[config.mk]
export PLATFORM = sky130hd
export DESIGN_NAME = deprec_logger
export DESIGN_NICKNAME = d
export VERILOG_FILES = /design/src/rtl/deprec_pkg.sv /design/src/rtl/deprec_ctx.sv /design/src/rtl/deprec_tagstore.sv /design/src/rtl/deprec_recbuf.sv /design/src/rtl/deprec_logger.sv
export SDC_FILE = /design/constraint.sdc
export NUM_CORES = 1
export LEC_CHECK = 0
export ABC_AREA = 0
export BUFFER_PORTS_ARGS = -buffer_cell sky130_fd_sc_hd__buf_2
export CAP_MARGIN = 5
export CELL_PAD_IN_SITES_DETAIL_PLACEMENT = 0
export CELL_PAD_IN_SITES_GLOBAL_PLACEMENT = 1
export CORE_MARGIN = 8
export CORE_UTILIZATION = 30
export CTS_CLUSTER_SIZE = 8
export DETAILED_ROUTE_END_ITERATION = 16
export PLACE_DENSITY = 0.52
export RECOVER_POWER = 50
export SETUP_SLACK_MARGIN = 0.02
export SYNTH_ARGS = -nofsm -noshare
export SYNTH_HDL_FRONTEND = slang
export SYNTH_SLANG_ARGS = --single-unit
[constraint.sdc]
create_clock -name clk -period 3.55 [get_ports clk]
set_input_delay 0.1775 -clock clk [delete_from_list [all_inputs] [get_ports clk]]
set_output_delay 0.1775 -clock clk [all_outputs]
set_load 0.005 [all_outputs]
[src/rtl/deprec_pkg.sv]
package deprec_pkg;

    parameter int TID_W  = 3;
    parameter int SID_W  = 2;
    parameter int ICNT_W = 16;
    localparam int NTHR  = 1 << TID_W;

    typedef logic [TID_W-1:0]  tid_t;
    typedef logic [SID_W-1:0]  sid_t;
    typedef logic [ICNT_W-1:0] icnt_t;

    typedef enum logic [1:0] {
        MODE_STD = 2'b00,
        MODE_REC = 2'b01,
        MODE_RPL = 2'b10,
        MODE_SPR = 2'b11
    } mode_e;

    typedef struct packed {
        logic  vld;
        icnt_t icnt;
        tid_t  tid;
        sid_t  sid;
    } ltag_t;

    typedef struct packed {
        tid_t  log_tid;
        sid_t  log_sid;
        tid_t  src_tid;
        sid_t  src_sid;
        icnt_t src_icnt;
        icnt_t dst_icnt;
    } drec_t;

    function automatic logic is_rec(mode_e m);
        return m == MODE_REC;
    endfunction

    function automatic icnt_t bump(icnt_t c, logic r);
        return c + icnt_t'(r);
    endfunction

endpackage

[src/rtl/deprec_ctx.sv]
module deprec_ctx
    import deprec_pkg::*;
(
    input  logic  clk,
    input  logic  rst,
    input  logic  cfg_we,
    input  mode_e cfg_mode,
    input  tid_t  cfg_tid,
    input  sid_t  cfg_sid,
    input  logic  retire,
    output mode_e cur_mode,
    output tid_t  cur_tid,
    output sid_t  cur_sid,
    output icnt_t cur_icnt
);

    icnt_t park [NTHR];
    icnt_t next_cnt;

    assign next_cnt = bump(cur_icnt, retire);

    always_ff @(posedge clk) begin
        if (rst) begin
            cur_mode <= MODE_STD;
            cur_tid  <= '0;
            cur_sid  <= '0;
            cur_icnt <= '0;
        end else if (cfg_we) begin
            cur_mode <= cfg_mode;
            cur_tid  <= cfg_tid;
            cur_sid  <= cfg_sid;
            cur_icnt <= (cfg_tid == cur_tid) ? next_cnt : park[cfg_tid];
        end else begin
            cur_icnt <= next_cnt;
        end
    end

    for (genvar t = 0; t < NTHR; t++) begin : g_park
        always_ff @(posedge clk) begin
            if (rst)
                park[t] <= '0;
            else if (cfg_we && cur_tid == tid_t'(t))
                park[t] <= next_cnt;
        end
    end

endmodule

[src/rtl/deprec_tagstore.sv]
module deprec_tagstore
    import deprec_pkg::*;
#(
    parameter int LINES = 16,
    localparam int IDX_W = $clog2(LINES)
)(
    input  logic             clk,
    input  logic             rst,
    input  logic             wr_en,
    input  logic [IDX_W-1:0] wr_idx,
    input  ltag_t            wr_tag,
    input  logic             rd_en,
    input  logic [IDX_W-1:0] rd_idx,
    output logic             rd_valid,
    output ltag_t            rd_tag
);

    ltag_t line_q [LINES];

    for (genvar i = 0; i < LINES; i++) begin : g_line
        always_ff @(posedge clk) begin
            if (rst)
                line_q[i] <= '0;
            else if (wr_en && wr_idx == IDX_W'(i))
                line_q[i] <= wr_tag;
        end
    end

    always_ff @(posedge clk) begin
        if (rst) begin
            rd_valid <= 1'b0;
            rd_tag   <= '0;
        end else begin
            rd_valid <= rd_en;
            if (rd_en)
                rd_tag <= line_q[rd_idx];
        end
    end

endmodule

[src/rtl/deprec_recbuf.sv]
module deprec_recbuf
    import deprec_pkg::*;
(
    input  logic  clk,
    input  logic  rst,
    input  logic  in_valid,
    input  drec_t in_rec,
    output logic  in_ready,
    output logic  out_valid,
    output drec_t out_rec,
    input  logic  out_ready
);

    assign in_ready = !out_valid || out_ready;

    always_ff @(posedge clk) begin
        if (rst) begin
            out_valid <= 1'b0;
            out_rec   <= '0;
        end else if (in_ready) begin
            out_valid <= in_valid;
            if (in_valid)
                out_rec <= in_rec;
        end
    end

endmodule

[src/rtl/deprec_logger.sv]
module deprec_logger
    import deprec_pkg::*;
#(
    parameter int LINES = 16,
    localparam int IDX_W = $clog2(LINES)
)(
    input  logic              clk,
    input  logic              rst,
    input  logic              cfg_we,
    input  logic [1:0]        cfg_mode,
    input  logic [TID_W-1:0]  cfg_tid,
    input  logic [SID_W-1:0]  cfg_sid,
    input  logic              retire,
    input  logic              acc_valid,
    input  logic [IDX_W-1:0]  acc_idx,
    input  logic              snoop_valid,
    input  logic [IDX_W-1:0]  snoop_idx,
    output logic              tag_valid,
    output logic              tag_hit,
    output logic [TID_W-1:0]  tag_tid,
    output logic [SID_W-1:0]  tag_sid,
    output logic [ICNT_W-1:0] tag_icnt,
    input  logic              dep_valid,
    output logic              dep_ready,
    input  logic [TID_W-1:0]  dep_tid,
    input  logic [SID_W-1:0]  dep_sid,
    input  logic [ICNT_W-1:0] dep_icnt,
    output logic              rec_valid,
    input  logic              rec_ready,
    output logic [TID_W-1:0]  rec_log_tid,
    output logic [SID_W-1:0]  rec_log_sid,
    output logic [TID_W-1:0]  rec_src_tid,
    output logic [SID_W-1:0]  rec_src_sid,
    output logic [ICNT_W-1:0] rec_src_icnt,
    output logic [ICNT_W-1:0] rec_dst_icnt
);

    mode_e cur_mode;
    tid_t  cur_tid;
    sid_t  cur_sid;
    icnt_t cur_icnt;
    logic  recording;
    ltag_t stamp;
    ltag_t rd_tag;
    drec_t new_rec;
    drec_t out_rec;
    logic  buf_ready;

    deprec_ctx u_ctx (
        .clk      (clk),
        .rst      (rst),
        .cfg_we   (cfg_we),
        .cfg_mode (mode_e'(cfg_mode)),
        .cfg_tid  (cfg_tid),
        .cfg_sid  (cfg_sid),
        .retire   (retire),
        .cur_mode (cur_mode),
        .cur_tid  (cur_tid),
        .cur_sid  (cur_sid),
        .cur_icnt (cur_icnt)
    );

    assign recording = is_rec(cur_mode);

    always_comb begin
        stamp.vld  = 1'b1;
        stamp.icnt = cur_icnt;
        stamp.tid  = cur_tid;
        stamp.sid  = cur_sid;
    end

    deprec_tagstore #(.LINES(LINES)) u_tags (
        .clk      (clk),
        .rst      (rst),
        .wr_en    (acc_valid && recording),
        .wr_idx   (acc_idx),
        .wr_tag   (stamp),
        .rd_en    (snoop_valid),
        .rd_idx   (snoop_idx),
        .rd_valid (tag_valid),
        .rd_tag   (rd_tag)
    );

    assign tag_hit  = rd_tag.vld;
    assign tag_tid  = rd_tag.tid;
    assign tag_sid  = rd_tag.sid;
    assign tag_icnt = rd_tag.icnt;

    always_comb begin
        new_rec.log_tid  = cur_tid;
        new_rec.log_sid  = cur_sid;
        new_rec.src_tid  = dep_tid;
        new_rec.src_sid  = dep_sid;
        new_rec.src_icnt = dep_icnt;
        new_rec.dst_icnt = cur_icnt;
    end

    deprec_recbuf u_buf (
        .clk       (clk),
        .rst       (rst),
        .in_valid  (dep_valid && recording),
        .in_rec    (new_rec),
        .in_ready  (buf_ready),
        .out_valid (rec_valid),
        .out_rec   (out_rec),
        .out_ready (rec_ready)
    );

    assign dep_ready    = !recording || buf_ready;
    assign rec_log_tid  = out_rec.log_tid;
    assign rec_log_sid  = out_rec.log_sid;
    assign rec_src_tid  = out_rec.src_tid;
    assign rec_src_sid  = out_rec.src_sid;
    assign rec_src_icnt = out_rec.src_icnt;
    assign rec_dst_icnt = out_rec.dst_icnt;

endmodule

Word level (Yosys, flattened, before mapping):

Memory sizes are Yosys's and may differ from the RTL's. A register that Yosys moved wholly into a read port is not among the register bits.
Cells that the tools add are included.

* RAM bits: 480
* word-level logic and storage cells: 196
* memories kept: 2
* memory bits (read-only): 0
* bits in latches: 0
* output and inout port bits: 67
* input bits: 44
* bits in registers: 67

* add/sub/neg operators: 1
* divide/modulo/power cells: 0
* equality and inequality tests: 24
* reductions and logical operators: 33
* order comparisons: 0
* multipliers: 0
* shift operators: 0
* bitwise logic cells: 24
* mux-type cells: 100

Memory list
* u_tags.line_q: words 16, bits a word 22, rd ports 1, clocked after memory_dff 1, write ports 16, line deprec_tagstore.sv:18 `ltag_t line_q [LINES];`
* u_ctx.park: words 8, bits a word 16, rd ports 1, clocked after memory_dff 0, write ports 8, line deprec_ctx.sv:17 `icnt_t park [NTHR];`

Operator list (number)
* 22-bit 2-to-1 mux: 16
* 16-bit 2-to-1 mux: 10
* 1-bit 2-to-1 mux: 74
* 4-bit equality test, second input constant: 8
* 1-bit logical AND: 26
* 1-bit bitwise OR: 24
* 16-bit by 1-bit adder with 16-bit output: 1
* 4-bit by 3-bit equality test with 1-bit output, second input constant: 4
* 3-bit equality test, second input constant: 4
* 4-bit by 2-bit equality test with 1-bit output, second input constant: 2
* 3-bit by 2-bit equality test with 1-bit output, second input constant: 2
* 4-bit by 1-bit equality test with 1-bit output, second input constant: 1
* 4-bit logical NOT: 1
* 3-bit by 1-bit equality test with 1-bit output, second input constant: 1
* 3-bit equality test: 1
* 3-bit logical NOT: 1
* 2-bit by 1-bit equality test with 1-bit output, second input constant: 1
* 1-bit logical NOT: 2
* 1-bit logical OR: 2
* 2-bit AND reduction: 1

Logic depth before layout (Yosys ltp):

* depth in word-level cells: 7
* mapped depth: 7
* mapped depth without buffers: 5

Cells and area by module:

A second synthesis with hierarchy kept.

* cell total of the unflattened synthesis: 1938
* area, all modules: 26060.0 um2

Modules (own cells, without submodules)
* deprec_tagstore: cells an instance 1262, instances 1, seq. area each 11030.6 um2, area each 16975.0 um2
* deprec_ctx: cells an instance 476, instances 1, seq. area each 4304.1 um2, area each 6745.2 um2
* deprec_recbuf: cells an instance 196, instances 1, seq. area each 860.8 um2, area each 2307.2 um2
* deprec_logger: cells an instance 4, instances 1, seq. area each 0.0 um2, area each 32.5 um2

Worst setup path before layout:

No wires, ideal clock.

* path kind: register -> register
* from: register u_ctx.cur_mode[1]
* to: memory u_tags.line_q[0][0] in the netlist's numbering (enable)
* arrival time: 2.769 ns
* cell stages (with the launch flop): 5
* required time: 3.115 ns
* buffers on the path: 1
* period minus slack after synthesis: 3.204 ns
* path slack: 0.346 ns
* cell sequence: dfxtp_1 > and3b_1 > or3b_1 > clkbuf_1 > o31ai_1

RTL lines
* start: declaration: line deprec_ctx.sv:11 `output mode_e cur_mode,`
* start signal: assignment: line deprec_ctx.sv:29 `cur_mode <= cfg_mode;`
* end: declaration: line deprec_tagstore.sv:18

==> results.cfg <==
[clocking]
cts.sinks = 569
htree_levels = 3
cts_root_buffer = clkbuf_16
cts_tree = done
ctsResizeCount = 0
clk_path_buf_depth = 3
numCtsBuffers = 81
clk_latency_ns = 0.63
clk_pin_slew_ns = 0.05

[timing]
period_share = 0.8460
setup_tns_ns = 0
worst_slew_pin_slew_ns = 1.684
max_freq_ghz = 0.3330
skew_ns = 0.03719
slew-limit-headroom = -0.1224
slew_viol_final = 130
rsz0062_at_grt = false
fin_crit_ns = 3.003
setup_viol = 0
layout_setup_ws_ns = 0.5466
final_hold_viol_count = 0

[layout]
nNetsFinal = 2116
drive_above_1_share = 0.1213
area_delta_synth_final_pct = 17.77
fin_area_mm2 = 0.02936

[worst_setup_path]
reg2reg_to = u_tags.line_q[13][19]
r2r-start = u_ctx.cur_mode[1]
crit_type = reg2reg
crit_path_start_kind = register
crit_fanout = 22
max_stage_delay_ns = 1.23
reg2reg_depth = 4
rrSetupSlack_ns = 0.55
path_cells = and3b_1, nand3_1, o21ai_2, clkbuf_1
crit_slowest_cell = clkbuf_1
cp-end-kind = register
cp.required_ns = 3.76
worstPathArrival_ns = 3.21
cp.depth = 4
critPathTopFamily = buffers and inverters
path_buf_inv = 1

[synthesis]
synth-async-reset-ratio = 0
netlist_instances = 1935
ys_ff_latch = 569
synth_warnings = 0
yosysSeqAreaShare = 0.6493
synth_area_per_cell_um2 = 12.88
synth_edf_count = 479
syn_area_mm2 = 0.02493
ys.flop_type = edfxtp_1
yosysUniqueCellTypes = 46
synth_fp_nets = 1981

[global_route]
grt_first_pass_wirelength_um = 109500
antenna_found_initial = 6
gr-usage-met2 = 0.2501
use_met3 = 0.02782
track_usage = 0.1578
use_met1 = 0.2206
overflow = 0
gr-max-usage-layer = met2
grt_pass1_vias = 15770
grt_max_degree = 64

[placement]
place.detailed.hpwl_um = 46850
pre_cts_ws_ns = 1.021
place_congestion = 0.7562
place_area_mm2 = 0.02689
port_buffers = 110

[worst_hold_path]
hp-start = acc_idx[3]
whs_endpoint = u_tags.line_q[8][21]
hold_path_depth = 4
hp-class = in2reg

[die]
row_count = 105
io_pins = 111
die_h_um = 304.3
die_area_mm2 = 0.09257
start_util = 0.3031
core_region_area_mm2 = 0.08224
die_w_um = 304.3

[drt]
ant_nets = 0
wire_per_inst_um = 23.50
via_count = 15544
avgViaCountPerCell = 4.859
wl_um = 75190
first_pass_iters = 5
drt_iter0_markers = 1057
drcViolationCount = 0

[run_status]
violations = capacitance limit, slew limit
status = complete, but fails checks

[job]
cap_violations = 3

[pwr]
ir_drop_mv = 0.3330
power_density_mw_per_mm2 = 547.6
power.total_mw = 16.08
leakagePower_nw = 10.62
logic make-up (layout without fill, tap and decap cells):
family                   count (synthesis)  in the layout  synth area share
AO/OA/AOI/OAI                          186            186           0.04839
AND/OR/NAND/NOR                        773            773            0.1619
multiplexers                           215            215            0.1024
buffers and inverters                  172            364           0.02981
XOR/XNOR                                18             18          0.007228
adder cells (fa/ha/maj)                  2              2          0.001004
other                                    0              2                 0
flip-flops                             569            569            0.6493
synthesized netlist by cell type (4+ instances only):
master,instances,area (um^2)
and2_1,306,1914
xor2_1,6,52.55
mux2i_1,183,1832
a22oi_1,66,495.5
xnor2_1,9,78.83
edfxtp_1,479,14380
buf_2,49,245.2
o21ai_0,11,55.05
nor3_1,35,175.2
nor2_1,160,600.6
nor4_4,4,85.08
dfxtp_1,90,1802
nand2b_1,13,81.33
nand2_1,149,559.3
a221oi_1,9,78.83
mux4_2,32,720.7
nand3_1,75,375.4
a211oi_1,12,90.09
a21oi_1,75,375.4
nand3b_1,4,30.03
o31ai_1,4,30.03
clkbuf_1,110,412.9
nor2b_1,15,93.84
worst max-delay path by stage:
stage                                 start                     to  slack (ns)
after floorplan           u_ctx.cur_mode[1]    u_tags.line_q[0][0]        0.35
after global placement    u_ctx.cur_mode[1]    u_tags.line_q[1][7]        1.07
after detailed placement  u_ctx.cur_mode[1]    u_tags.line_q[1][5]        1.02
after CTS                 u_ctx.cur_mode[1]    u_tags.line_q[1][4]        0.97
after global routing      u_ctx.cur_mode[1]  u_tags.line_q[13][16]        0.43
final                     u_ctx.cur_mode[1]  u_tags.line_q[13][19]        0.55
cell usage in the layout (no fill, tap or decap), types with 12 or more instances in the layout:
cell             n
a211oi_1        12
a21oi_1         75
a22oi_1         66
and2_0          78
and2_1         227
buf_2           42
buf_4           51
clkbuf_1       139
clkbuf_16       81
dfxtp_1         90
dlygate4sd3_1   30
edfxtp_1       479
mux2i_1        183
mux4_2          32
nand2_1        149
nand2b_1        13
nand3_1         75
nor2_1         158
nor2b_1         13
nor3_1          35
tightest hold or removal path, stage by stage:
cell	delay (ns)
buf_2	0.13
and3b_1	0.18
a21oi_1	0.06
nor2_1	0.07
metal layers:
| layer | share of wire | up-vias |
|---|---|---|
| met2 | 0.46 | 352 |
| li1 | - | 7219 |
| met1 | 0.47 | 7882 |
| met3 | 0.045 | 89 |
| met5 | 0.00027 | - |
| met4 | 0.020 | 2 |
final cells by class:
class	instances	area (um^2)
Timing Repair Buffer	220	1324
Inverter	4	15.01
Antenna cell	2	5.005
Sequential cell	569	16190
Tap cell	1070	1339
Multi-Input combinational cell	1194	8098
Clock inverter	8	173.9
Fill cell	8123	52880
Clock buffer	132	2218
registers in the layout, summed over array words and instances (netlist names):
register / flops
u_ctx.park: 128
u_tags.rd_valid: 1
u_tags.rd_tag: 22
u_buf.out_rec: 42
u_ctx.cur_icnt: 16
u_buf.out_valid: 1
u_tags.line_q: 352
u_ctx.cur_mode: 2
u_ctx.cur_sid: 2
u_ctx.cur_tid: 3
report_power, final:
group	internal (mW)	switching (mW)	leakage (nW)
Sequential	7.51	0.129	5.68
Combinational	0.358	0.789	3.82
Clock	4.30	3.00	1.13
Total	12.2	3.92	10.6
repair_timing:
| action | CTS | global route |
|---|---|---|
| hold buffers | 30 | 0 |
| endpoints found under the hold margin | 35 | 0 |
| setup buffers | 0 | 0 |
stage by stage:
stage          std cells  hold slack [ns]    util
2_1_floorplan       1935           0.2566       -
5_1_grt             3197          0.07711  0.3569
3_3_place_gp        3027           0.4187  0.3269
6_report            3199          0.04567  0.3570
4_1_cts             3197         0.009746  0.3597
3_5_place_dp        3027           0.4207  0.3269
Note: power is estimated with default switching activity, not from simulation.
